**config.mk**
```make
export PLATFORM = sky130hd
export DESIGN_NAME = sleep_ctrl
export DESIGN_NICKNAME = d
export VERILOG_FILES = /design/src/rtl/slp_pkg.sv /design/src/rtl/slp_mode_dec.sv /design/src/rtl/slp_wake_qual.sv /design/src/rtl/slp_fsm.sv /design/src/rtl/sleep_ctrl.sv
export SDC_FILE = /design/constraint.sdc
export NUM_CORES = 1
export LEC_CHECK = 0
export ABC_AREA = 1
export CAP_MARGIN = 10
export CORE_MARGIN = 10
export CORE_UTILIZATION = 37
export CTS_BUF_LIST = sky130_fd_sc_hd__clkbuf_4 sky130_fd_sc_hd__clkbuf_8
export DETAILED_ROUTE_END_ITERATION = 8
export DONT_BUFFER_PORTS = 1
export PLACE_DENSITY_LB_ADDON = 0.1
export SKIP_LAST_GASP = 1
export SLEW_MARGIN = 20
export SYNTH_ARGS = -nofsm -noshare
export SYNTH_HDL_FRONTEND = slang
export SYNTH_HIERARCHICAL = 1
export SYNTH_SLANG_ARGS = --single-unit
export TNS_END_PERCENT = 100
```
**constraint.sdc**
```tcl
create_clock -name clk -period 1.45 [get_ports clk]
set_input_delay 0.29 -clock clk [delete_from_list [all_inputs] [get_ports clk]]
set_output_delay 0.29 -clock clk [all_outputs]
set_load 0.02 [all_outputs]
```
**src/rtl/slp_pkg.sv**
```systemverilog
package slp_pkg;

    localparam int NSRC        = 8;
    localparam int SRC_EXT0    = 0;
    localparam int SRC_EXT1    = 1;
    localparam int SRC_PCHG    = 2;
    localparam int SRC_TWI     = 3;
    localparam int SRC_ATMR    = 4;
    localparam int SRC_WDT     = 5;
    localparam int SRC_ADC     = 6;
    localparam int SRC_IO      = 7;
    localparam int HALT_CYCLES = 4;

    // Encodings are software visible through the control register.
    typedef enum logic [2:0] {
        MD_IDLE  = 3'b000,
        MD_ADCNR = 3'b001,
        MD_PDOWN = 3'b010,
        MD_PSAVE = 3'b011,
        MD_STBY  = 3'b110,
        MD_ESTBY = 3'b111
    } slp_mode_e;

    typedef struct packed {
        logic cpu;
        logic io;
        logic adc;
        logic atmr;
        logic osc;
    } gate_t;

    localparam gate_t GATES_ON = 5'b11111;

    function automatic gate_t sleep_gates(slp_mode_e m);
        gate_t g;
        case (m)
            MD_IDLE:  g = 5'b01111;
            MD_ADCNR: g = 5'b00111;
            MD_PDOWN: g = 5'b00000;
            MD_PSAVE: g = 5'b00010;
            MD_STBY:  g = 5'b00001;
            MD_ESTBY: g = 5'b00011;
            default:  g = 5'b01111;
        endcase
        return g;
    endfunction

    function automatic logic [NSRC-1:0] legal_wake(slp_mode_e m, logic [1:0] lvl, logic async_clk);
        logic [NSRC-1:0] r;
        logic idle;
        idle          = (m == MD_IDLE);
        r             = '0;
        r[SRC_EXT0]   = idle | lvl[0];
        r[SRC_EXT1]   = idle | lvl[1];
        r[SRC_PCHG]   = 1'b1;
        r[SRC_TWI]    = 1'b1;
        r[SRC_WDT]    = 1'b1;
        r[SRC_ATMR]   = idle | (async_clk & ((m == MD_ADCNR) | (m == MD_PSAVE) | (m == MD_ESTBY)));
        r[SRC_ADC]    = idle | (m == MD_ADCNR);
        r[SRC_IO]     = idle;
        return r;
    endfunction

endpackage

```
**src/rtl/slp_mode_dec.sv**
```systemverilog
module slp_mode_dec
    import slp_pkg::*;
(
    input  logic [2:0] raw_mode,
    output slp_mode_e  mode
);
    always_comb begin
        case (raw_mode)
            3'b001:  mode = MD_ADCNR;
            3'b010:  mode = MD_PDOWN;
            3'b011:  mode = MD_PSAVE;
            3'b110:  mode = MD_STBY;
            3'b111:  mode = MD_ESTBY;
            default: mode = MD_IDLE;   // 000 and reserved 100/101
        endcase
    end
endmodule

```
**src/rtl/slp_wake_qual.sv**
```systemverilog
module slp_wake_qual
    import slp_pkg::*;
(
    input  logic            clk,
    input  logic            rst,
    input  slp_mode_e       mode,
    input  logic [NSRC-1:0] irq_req,
    input  logic [NSRC-1:0] irq_en,
    input  logic [1:0]      ext_level,
    input  logic            atmr_async,
    output logic            wake_hit
);
    logic [NSRC-1:0] legal;
    logic [NSRC-1:0] pending;

    assign legal    = legal_wake(mode, ext_level, atmr_async);
    assign pending  = irq_req & irq_en;
    assign wake_hit = |(pending & legal);

    AST_WAKE_NEEDS_ENABLED_REQ: assert property (@(posedge clk) disable iff (rst)
        wake_hit |-> ((irq_req & irq_en) != '0));
endmodule

```
**src/rtl/slp_fsm.sv**
```systemverilog
module slp_fsm
    import slp_pkg::*;
#(
    parameter int OSC_DLY  = 16,
    parameter int STBY_DLY = 6
) (
    input  logic      clk,
    input  logic      rst,
    input  logic      sleep_en,
    input  logic      sleep_instr,
    input  slp_mode_e mode_in,
    input  logic      wake_hit,
    output slp_mode_e mode_q,
    output gate_t     gates,
    output logic      cpu_halt,
    output logic      wake_irq,
    output logic      wake_rst
);
    localparam int MAXC = (OSC_DLY > STBY_DLY) ?
                          ((OSC_DLY > HALT_CYCLES) ? OSC_DLY : HALT_CYCLES) :
                          ((STBY_DLY > HALT_CYCLES) ? STBY_DLY : HALT_CYCLES);
    localparam int CW   = $clog2(MAXC + 1);
    localparam logic [CW-1:0] HALT_LOAD = CW'(HALT_CYCLES - 1);

    typedef enum logic [1:0] {ST_ACTIVE, ST_SLEEP, ST_STARTUP, ST_HALT} st_e;

    st_e       st, st_n;
    logic [CW-1:0] cnt, cnt_n;
    slp_mode_e mode_n;
    gate_t     gates_n;
    logic      irq_n;

    function automatic logic [CW-1:0] startup_len(slp_mode_e m);
        case (m)
            MD_PDOWN, MD_PSAVE: return CW'(OSC_DLY);
            MD_STBY,  MD_ESTBY: return CW'(STBY_DLY);
            default:            return '0;
        endcase
    endfunction

    always_comb begin
        st_n   = st;
        cnt_n  = cnt;
        mode_n = mode_q;
        irq_n  = 1'b0;
        case (st)
            ST_ACTIVE: if (sleep_instr && sleep_en) begin
                st_n   = ST_SLEEP;
                mode_n = mode_in;
            end
            ST_SLEEP: if (wake_hit) begin
                if (startup_len(mode_q) == '0) begin
                    st_n  = ST_HALT;
                    cnt_n = HALT_LOAD;
                end else begin
                    st_n  = ST_STARTUP;
                    cnt_n = startup_len(mode_q) - CW'(1);
                end
            end
            ST_STARTUP: if (cnt == '0) begin
                st_n  = ST_HALT;
                cnt_n = HALT_LOAD;
            end else begin
                cnt_n = cnt - CW'(1);
            end
            ST_HALT: if (cnt == '0) begin
                st_n  = ST_ACTIVE;
                irq_n = 1'b1;
            end else begin
                cnt_n = cnt - CW'(1);
            end
            default: st_n = ST_ACTIVE;
        endcase

        case (st_n)
            ST_SLEEP:   gates_n = sleep_gates(mode_n);
            ST_STARTUP: begin
                gates_n     = sleep_gates(mode_n);
                gates_n.osc = 1'b1;
            end
            ST_HALT: begin
                gates_n     = GATES_ON;
                gates_n.cpu = 1'b0;
            end
            default:    gates_n = GATES_ON;
        endcase
    end

    always_ff @(posedge clk) begin
        if (rst) begin
            wake_rst <= (st != ST_ACTIVE);
            st       <= ST_ACTIVE;
            cnt      <= '0;
            mode_q   <= MD_IDLE;
            gates    <= GATES_ON;
            cpu_halt <= 1'b0;
            wake_irq <= 1'b0;
        end else begin
            wake_rst <= 1'b0;
            st       <= st_n;
            cnt      <= cnt_n;
            mode_q   <= mode_n;
            gates    <= gates_n;
            cpu_halt <= (st_n != ST_ACTIVE);
            wake_irq <= irq_n;
        end
    end

    AST_HALT_GATES_CPU: assert property (@(posedge clk) disable iff (rst)
        cpu_halt |-> !gates.cpu);
    AST_HALT_LEN_END: assert property (@(posedge clk) disable iff (rst)
        (st == ST_HALT && cnt == '0) |=> (!cpu_halt && wake_irq));
    AST_MODE_HELD_ASLEEP: assert property (@(posedge clk) disable iff (rst)
        (st == ST_SLEEP) |=> $stable(mode_q));
endmodule

```
**src/rtl/sleep_ctrl.sv**
```systemverilog
module sleep_ctrl
    import slp_pkg::*;
#(
    parameter int OSC_DLY  = 16,
    parameter int STBY_DLY = 6
) (
    input  logic            clk,
    input  logic            rst,
    input  logic            sleep_en,
    input  logic [2:0]      sleep_mode,
    input  logic            sleep_instr,
    input  logic [NSRC-1:0] irq_req,
    input  logic [NSRC-1:0] irq_en,
    input  logic [1:0]      ext_level,
    input  logic            atmr_async,
    output logic            clk_en_cpu,
    output logic            clk_en_io,
    output logic            clk_en_adc,
    output logic            clk_en_atmr,
    output logic            osc_en,
    output logic            cpu_halt,
    output logic            wake_irq,
    output logic            wake_rst
);
    slp_mode_e mode_dec;
    slp_mode_e mode_q;
    gate_t     gates;
    logic      wake_hit;

    slp_mode_dec u_dec (
        .raw_mode (sleep_mode),
        .mode     (mode_dec)
    );

    slp_wake_qual u_wake (
        .clk        (clk),
        .rst        (rst),
        .mode       (mode_q),
        .irq_req    (irq_req),
        .irq_en     (irq_en),
        .ext_level  (ext_level),
        .atmr_async (atmr_async),
        .wake_hit   (wake_hit)
    );

    slp_fsm #(.OSC_DLY(OSC_DLY), .STBY_DLY(STBY_DLY)) u_fsm (
        .clk         (clk),
        .rst         (rst),
        .sleep_en    (sleep_en),
        .sleep_instr (sleep_instr),
        .mode_in     (mode_dec),
        .wake_hit    (wake_hit),
        .mode_q      (mode_q),
        .gates       (gates),
        .cpu_halt    (cpu_halt),
        .wake_irq    (wake_irq),
        .wake_rst    (wake_rst)
    );

    assign clk_en_cpu  = gates.cpu;
    assign clk_en_io   = gates.io;
    assign clk_en_adc  = gates.adc;
    assign clk_en_atmr = gates.atmr;
    assign osc_en      = gates.osc;

    AST_ENTRY_NEEDS_EN: assert property (@(posedge clk) disable iff (rst)
        (!cpu_halt && !(sleep_instr && sleep_en)) |=> !cpu_halt);
    AST_IRQ_PULSE_ONE: assert property (@(posedge clk) disable iff (rst)
        wake_irq |=> !wake_irq);
    AST_IRQ_AFTER_HALT: assert property (@(posedge clk) disable iff (rst)
        wake_irq |-> ($past(cpu_halt) && !cpu_halt && !wake_rst));
    AST_RST_WAKE_CLEAN: assert property (@(posedge clk) disable iff (rst)
        wake_rst |-> (!cpu_halt && !wake_irq && clk_en_cpu && osc_en));
endmodule

```
# After elaboration in Yosys (flattened, before gate mapping)
# Cells that the tools add are included.
# classes
n_reduce_logical,13
mux,23
addsub,2
bitwise,10
n_eq_ne,23
# ops
cell,n
$mux 5,9
$pmux 5 s3,2
$pmux 4 s5,1
$eq 3x2->1 const B,6
$eq 3x3->1 const B,6
$and 8x8->8,2
$pmux 3 s5,1
$logic_not 5->1,2
$pmux 5 s2,1
$sub 5x1->5 const B,2
$eq 3x1->1 const B,3
$eq 2x2->1 const B,4
$mux 2,4
$pmux 2 s4,1
$reduce_or 8->1,1
$mux 3,2
$or 1x1->1,6
$reduce_or 2->1,3
$eq 2x1->1 const B,2
$reduce_bool 2->1,2
$logic_not 3->1,1
$reduce_and 3->1,1
$reduce_bool 3->1,1
$logic_not 2->1,1
other kinds (6),7
# totals
inputBits,26
register_bits,18
wordCells,82
out_inout_bits,8

# Longest topological paths before layout
# depth
depth_word,17
ltp_mapped,16
ltp_nobuf,16

# Cells and area by module
# The synthesis kept the hierarchy.
# modules_own_cells
mod,cells_per_inst,area_each_um2,instances,seq_area_each_um2
slp_fsm,109,868.3,1,360.3
slp_wake_qual,35,141.4,1,0.0
slp_mode_dec,6,27.5,1,0.0

# Worst setup path after synthesis
# No wires, ideal clock.
# synth_path
kind,register -> register
startpoint,register u_fsm.mode_q[1]
endpoint,register u_fsm/gates[1] (netlist name)
setup_slack_ns,-0.083
arrival_time_ns,1.406
stages_incl_launch_ff,15
setup_time_ns,0.126
period_less_slack_ns,1.533
n_path_buf,0
t_required_ns,1.324
path_cell_list,dfxtp_1 -> nor2_2 -> nand2_2 -> nand2_1 -> nand2_1 -> nand2_1 -> inv_1 -> nand2_1 -> inv_1 -> o21ai_4 -> nand2_4 -> inv_2 -> nand3_2 -> nand2_2 -> nand3_2
# synth_via
elab_chain_len,11
word_cells_on_any_way,36
cone_classes,13 x eq/ne; 10 x mux; 8 x bitwise; 5 x reduce/logical
# synth_lines
item,line,source
"start, declared",slp_fsm.sv:13,"output slp_mode_e mode_q,"
"start signal, assigned",slp_fsm.sv:102,mode_q <= mode_n;
$eq 3x1->1 or $eq 3x2->1 (tied branches),"slp_pkg.sv:58, slp_pkg.sv:59",
$or 1x1->1 (2 in a row),slp_pkg.sv:58,r[SRC_ATMR] = idle | (async_clk & ((m == MD_ADCNR) | (m == MD_PSAVE) | (m == MD_ESTBY)));
$and 1x1->1,slp_pkg.sv:58,
$or 1x1->1,slp_pkg.sv:58,
$and 8x8->8 (*),slp_wake_qual.sv:18,assign wake_hit = |(pending & legal);
$reduce_or 8->1 (*),slp_wake_qual.sv:18,
named net wake_hit,sleep_ctrl.sv:28,logic wake_hit;
$mux 2 (*),slp_fsm.sv:51,ST_SLEEP: if (wake_hit) begin
$pmux 2 s4 (*),slp_fsm.sv:46,case (st)
$eq 2x2->1 or $eq 2x1->1 (tied branches),slp_fsm.sv:75,case (st_n)
$pmux 5 s3 (*),slp_fsm.sv:75,
# The timed path passes the listed nets; every way through them passes the cells marked *. The select of a mux whose other input is x is not followed.
# A chain may end at the register's enable or synchronous reset.

# Worst setup path in the final report
# layout_path
startpoint,register u_fsm.mode_q[2]
endpoint,register u_fsm/gates[1] (netlist name)
# layout_via
elab_chain_len,11
word_cells_on_any_way,36
cone_classes,13 x eq/ne; 10 x mux; 8 x bitwise; 5 x reduce/logical
# layout_lines
item,line
$eq 3x1->1 or $eq 3x2->1 (tied branches),"slp_pkg.sv:58, slp_pkg.sv:59"
$or 1x1->1 (2 in a row),slp_pkg.sv:58
$and 1x1->1,slp_pkg.sv:58
$or 1x1->1,slp_pkg.sv:58
$and 8x8->8 (*),slp_wake_qual.sv:18
$reduce_or 8->1 (*),slp_wake_qual.sv:18
named net wake_hit,sleep_ctrl.sv:28
$mux 2 (*),slp_fsm.sv:51
$pmux 2 s4 (*),slp_fsm.sv:46
$eq 2x2->1 or $eq 2x1->1 (tied branches),slp_fsm.sv:75
$pmux 5 s3 (*),slp_fsm.sv:75
# Marks and branches as above.

==> flow_summary.json <==
{
  "cts_root_buf": "clkbuf_4",
  "synthAdderAreaFrac_pct": 2.41,
  "diodes": 0,
  "syn_avg_cell_area_sq_um": 6.91,
  "cts_tree": "built",
  "cts_made_buffers": 3,
  "r2r_setup_slack_ns": -0.11,
  "yosysWarnings": 6,
  "crit_type": "reg -> reg",
  "hold_end": "u_fsm/cpu_halt",
  "dieHeight_microns": 72.9,
  "cts_hold_buf": 0,
  "insertion_delay_ns": 0.29,
  "whs_ns": 0.0515,
  "synth_area_leaders": "dfxtp_1, nand2_1, inv_1, nor2_1, a21oi_1",
  "seq_area_frac_synth_pct": 34.7,
  "finalMaxSlewViolations": 0,
  "clock-skew-final_ns": 0.00197,
  "hold_violations": 0,
  "path_cells": "nor2_4 -> nand2_2 -> nand2_1 -> nand2_1 -> nand2_1 -> inv_1 -> nand2_2 -> inv_2 -> o21ai_4 -> nand2_4 -> inv_4 -> nand3_2 -> nand2_2 -> nand3_2",
  "hpwl_microns": 1980,
  "max_slew_margin_pct": 81.9,
  "finalNetCount": 193,
  "drtPass1Iterations": 4,
  "fmax_mhz": 640,
  "ant_nets": 0,
  "routed-via-count": 928,
  "wire_per_inst_microns": 12.6,
  "period_share_pct": 108,
  "layout_min_cycle_time_ns": 1.56,
  "drive_gt1_share_pct": 30.1,
  "final_common_cell": "nand2_1",
  "final_cell_mix": "nand2_1, inv_1, dfxtp_1",
  "rsz0062_at_grt": "yes",
  "clock-sinks": 18,
  "rows": 19,
  "hold_path_depth": 1,
  "grt_pass1_vias": 962,
  "synth_compound_area_share_pct": 13.8,
  "critical-path-top-delay-family": "simple AND/OR/NAND/NOR gates",
  "grt_start_max_net_pins": 11,
  "critPathLaunchType": "flip-flop",
  "reg2reg_depth": 14,
  "die_w_microns": 72.9,
  "io_pins": 34,
  "layout_setup_ws_ns": -0.111,
  "ir_drop_uv": 1030,
  "powerDensity_nw_per_um2": 1440,
  "r2r-start": "u_fsm/mode_q[2]",
  "grt_first_pass_wirelength_microns": 4080,
  "ys_types": 29,
  "status": "finished with violations",
  "synth_top_family_by_area": "simple AND/OR/NAND/NOR gates",
  "holdCritPathClass": "in -> reg",
  "drt_iter0_drc": 27,
  "end_kind": "flip-flop",
  "wl_microns": 2450,
  "synth_xor_xnor_area_share_pct": 2.53,
  "worst_pin_slew_ns": 0.271,
  "leakagePower_nw": 0.610,
  "synth_area_sq_um": 1040,
  "ys_ff_latch": 18,
  "crit_slowest_cell": "dfxtp_2",
  "synth_top_area_cell": "dfxtp_1",
  "netlist_instances": 150,
  "path_max_fanout": 7,
  "synth-simple-area-share_pct": 33.9,
  "gp_congestion": 0.798,
  "antenna_found_initial": 0,
  "drt-vias-per-instance": 4.78,
  "slowest_delay_ns": 0.35,
  "synthMuxAreaShare_pct": 0,
  "area_growth_pct": 18.7,
  "io_buffers": 0,
  "violations": "negative setup slack",
  "syn_nets": 178,
  "grt.total_usage_pct": 9.36,
  "cts_buffer_depth": 2,
  "drc": 0,
  "crit_buf_inv": 3,
  "required_ns": 1.63,
  "fp.coreArea_sq_um": 2710,
  "finalPower_mw": 1.78,
  "reg2reg_to": "u_fsm/gates[1]",
  "drv_cap": 0,
  "hold_start": "rst",
  "critical_path_arrival_ns": 1.74,
  "final-setup-viol-count": 11,
  "htree_levels": 1,
  "grt_remaining_overflow": 0,
  "clkTransAtPathRegs_ns": 0.10,
  "design.die.area_sq_um": 5320,
  "start_util_pct": 38.3,
  "synth_top_area_share_pct": 34.7
}
[cell type report]
class                   count  area, sq um
inverters                  31          119
well taps                  31         38.8
clock buffers               3         22.5
multi-input cells          99          591
fillers                   297         1480
repair buffers             12         93.8
flip-flops and latches     18          367
[logic make-up (layout without fill, tap and decap cells)]
kind of cell	Yosys count	count (layout)
flops	18	18
xor+xnor	3	3
compound gates	21	21
fa+ha+maj	2	2
simple gates	73	73
buf+inv	33	46
[worst register-to-register path, delay by kind of cell (launching register included)]
| kind | cells | cell delay [ns] |
|---|---|---|
| and+or+nand+nor | 10 | 0.74 |
| DFF | 1 | 0.35 |
| buffers and inverters | 3 | 0.19 |
| AOI/OAI and AO/OA | 1 | 0.15 |
[what timing repair did]
item,4_1_cts,5_1_grt
gates cloned,0,0
pin swaps,7,7
resized for setup,10,3
setup endpoints to repair,13,13
setup buffers,1,1
[how the worst max path moves through the flow]
stage                               start              to  cells past startpoint
after detailed placement  u_fsm/mode_q[0]  u_fsm/gates[1]                     13
after CTS                 u_fsm/mode_q[1]  u_fsm/gates[4]                     15
after floorplan           u_fsm/mode_q[2]  u_fsm/gates[1]                     14
after global placement    u_fsm/mode_q[0]  u_fsm/gates[1]                     13
final                     u_fsm/mode_q[2]  u_fsm/gates[1]                     14
after global routing      u_fsm/mode_q[2]  u_fsm/gates[1]                     14
[power by group]
| part | switching, mW | total [mW] | internal [mW] |
|---|---|---|---|
| registers | 0.121 | 0.713 | 0.592 |
| logic | 0.450 | 0.814 | 0.364 |
| clock network | 0.153 | 0.250 | 0.0965 |
| total | 0.724 | 1.78 | 1.05 |
[routing by layer]
layer,up-vias,routed length [microns],GRT usage [%]
met1,411,1000,10.3
met3,2,232,3.81
li1,491,-,-
met5,-,0,0
met2,24,1190,15.6
met4,0,19,3.80
[synth_stat cells, drive strengths merged]
| cell type | count |
|---|---|
| nand2 | 41 |
| dfxtp | 18 |
| xor2 | 2 |
| clkbuf | 1 |
| a31o | 1 |
| o211ai | 1 |
| a31oi | 1 |
| a211oi | 1 |
| nand4 | 2 |
| nor2 | 19 |
| o21ai | 8 |
| nand3 | 10 |
| nor3 | 1 |
| a21oi | 8 |
| o21a | 1 |
| inv | 30 |
| clkinv | 1 |
| buf | 1 |
| xnor2 | 1 |
| ha | 2 |
[per-stage QoR]
stage	TNS, ns	setup slack (ns)	instances	area [sq um]	util [%]
after floorplan	-0.155	-0.0489	150	1050	-
after global placement	-0.944	-0.137	189	1150	42.4
after detailed placement	-1.20	-0.162	189	1150	42.4
after CTS	-0.996	-0.138	193	1210	44.8
after global routing	-2.43	-0.243	194	1230	45.4
final	-0.759	-0.111	194	1230	45.4
[registers in the layout, summed over array words and instances, names as in the netlist]
register and cells:
u_fsm/cnt 5, u_fsm/cpu_halt 1, u_fsm/gates 5, u_fsm/mode_q 3, u_fsm/st 2, u_fsm/wake_irq 1
u_fsm/wake_rst 1
(Power assumes the default switching activity.)
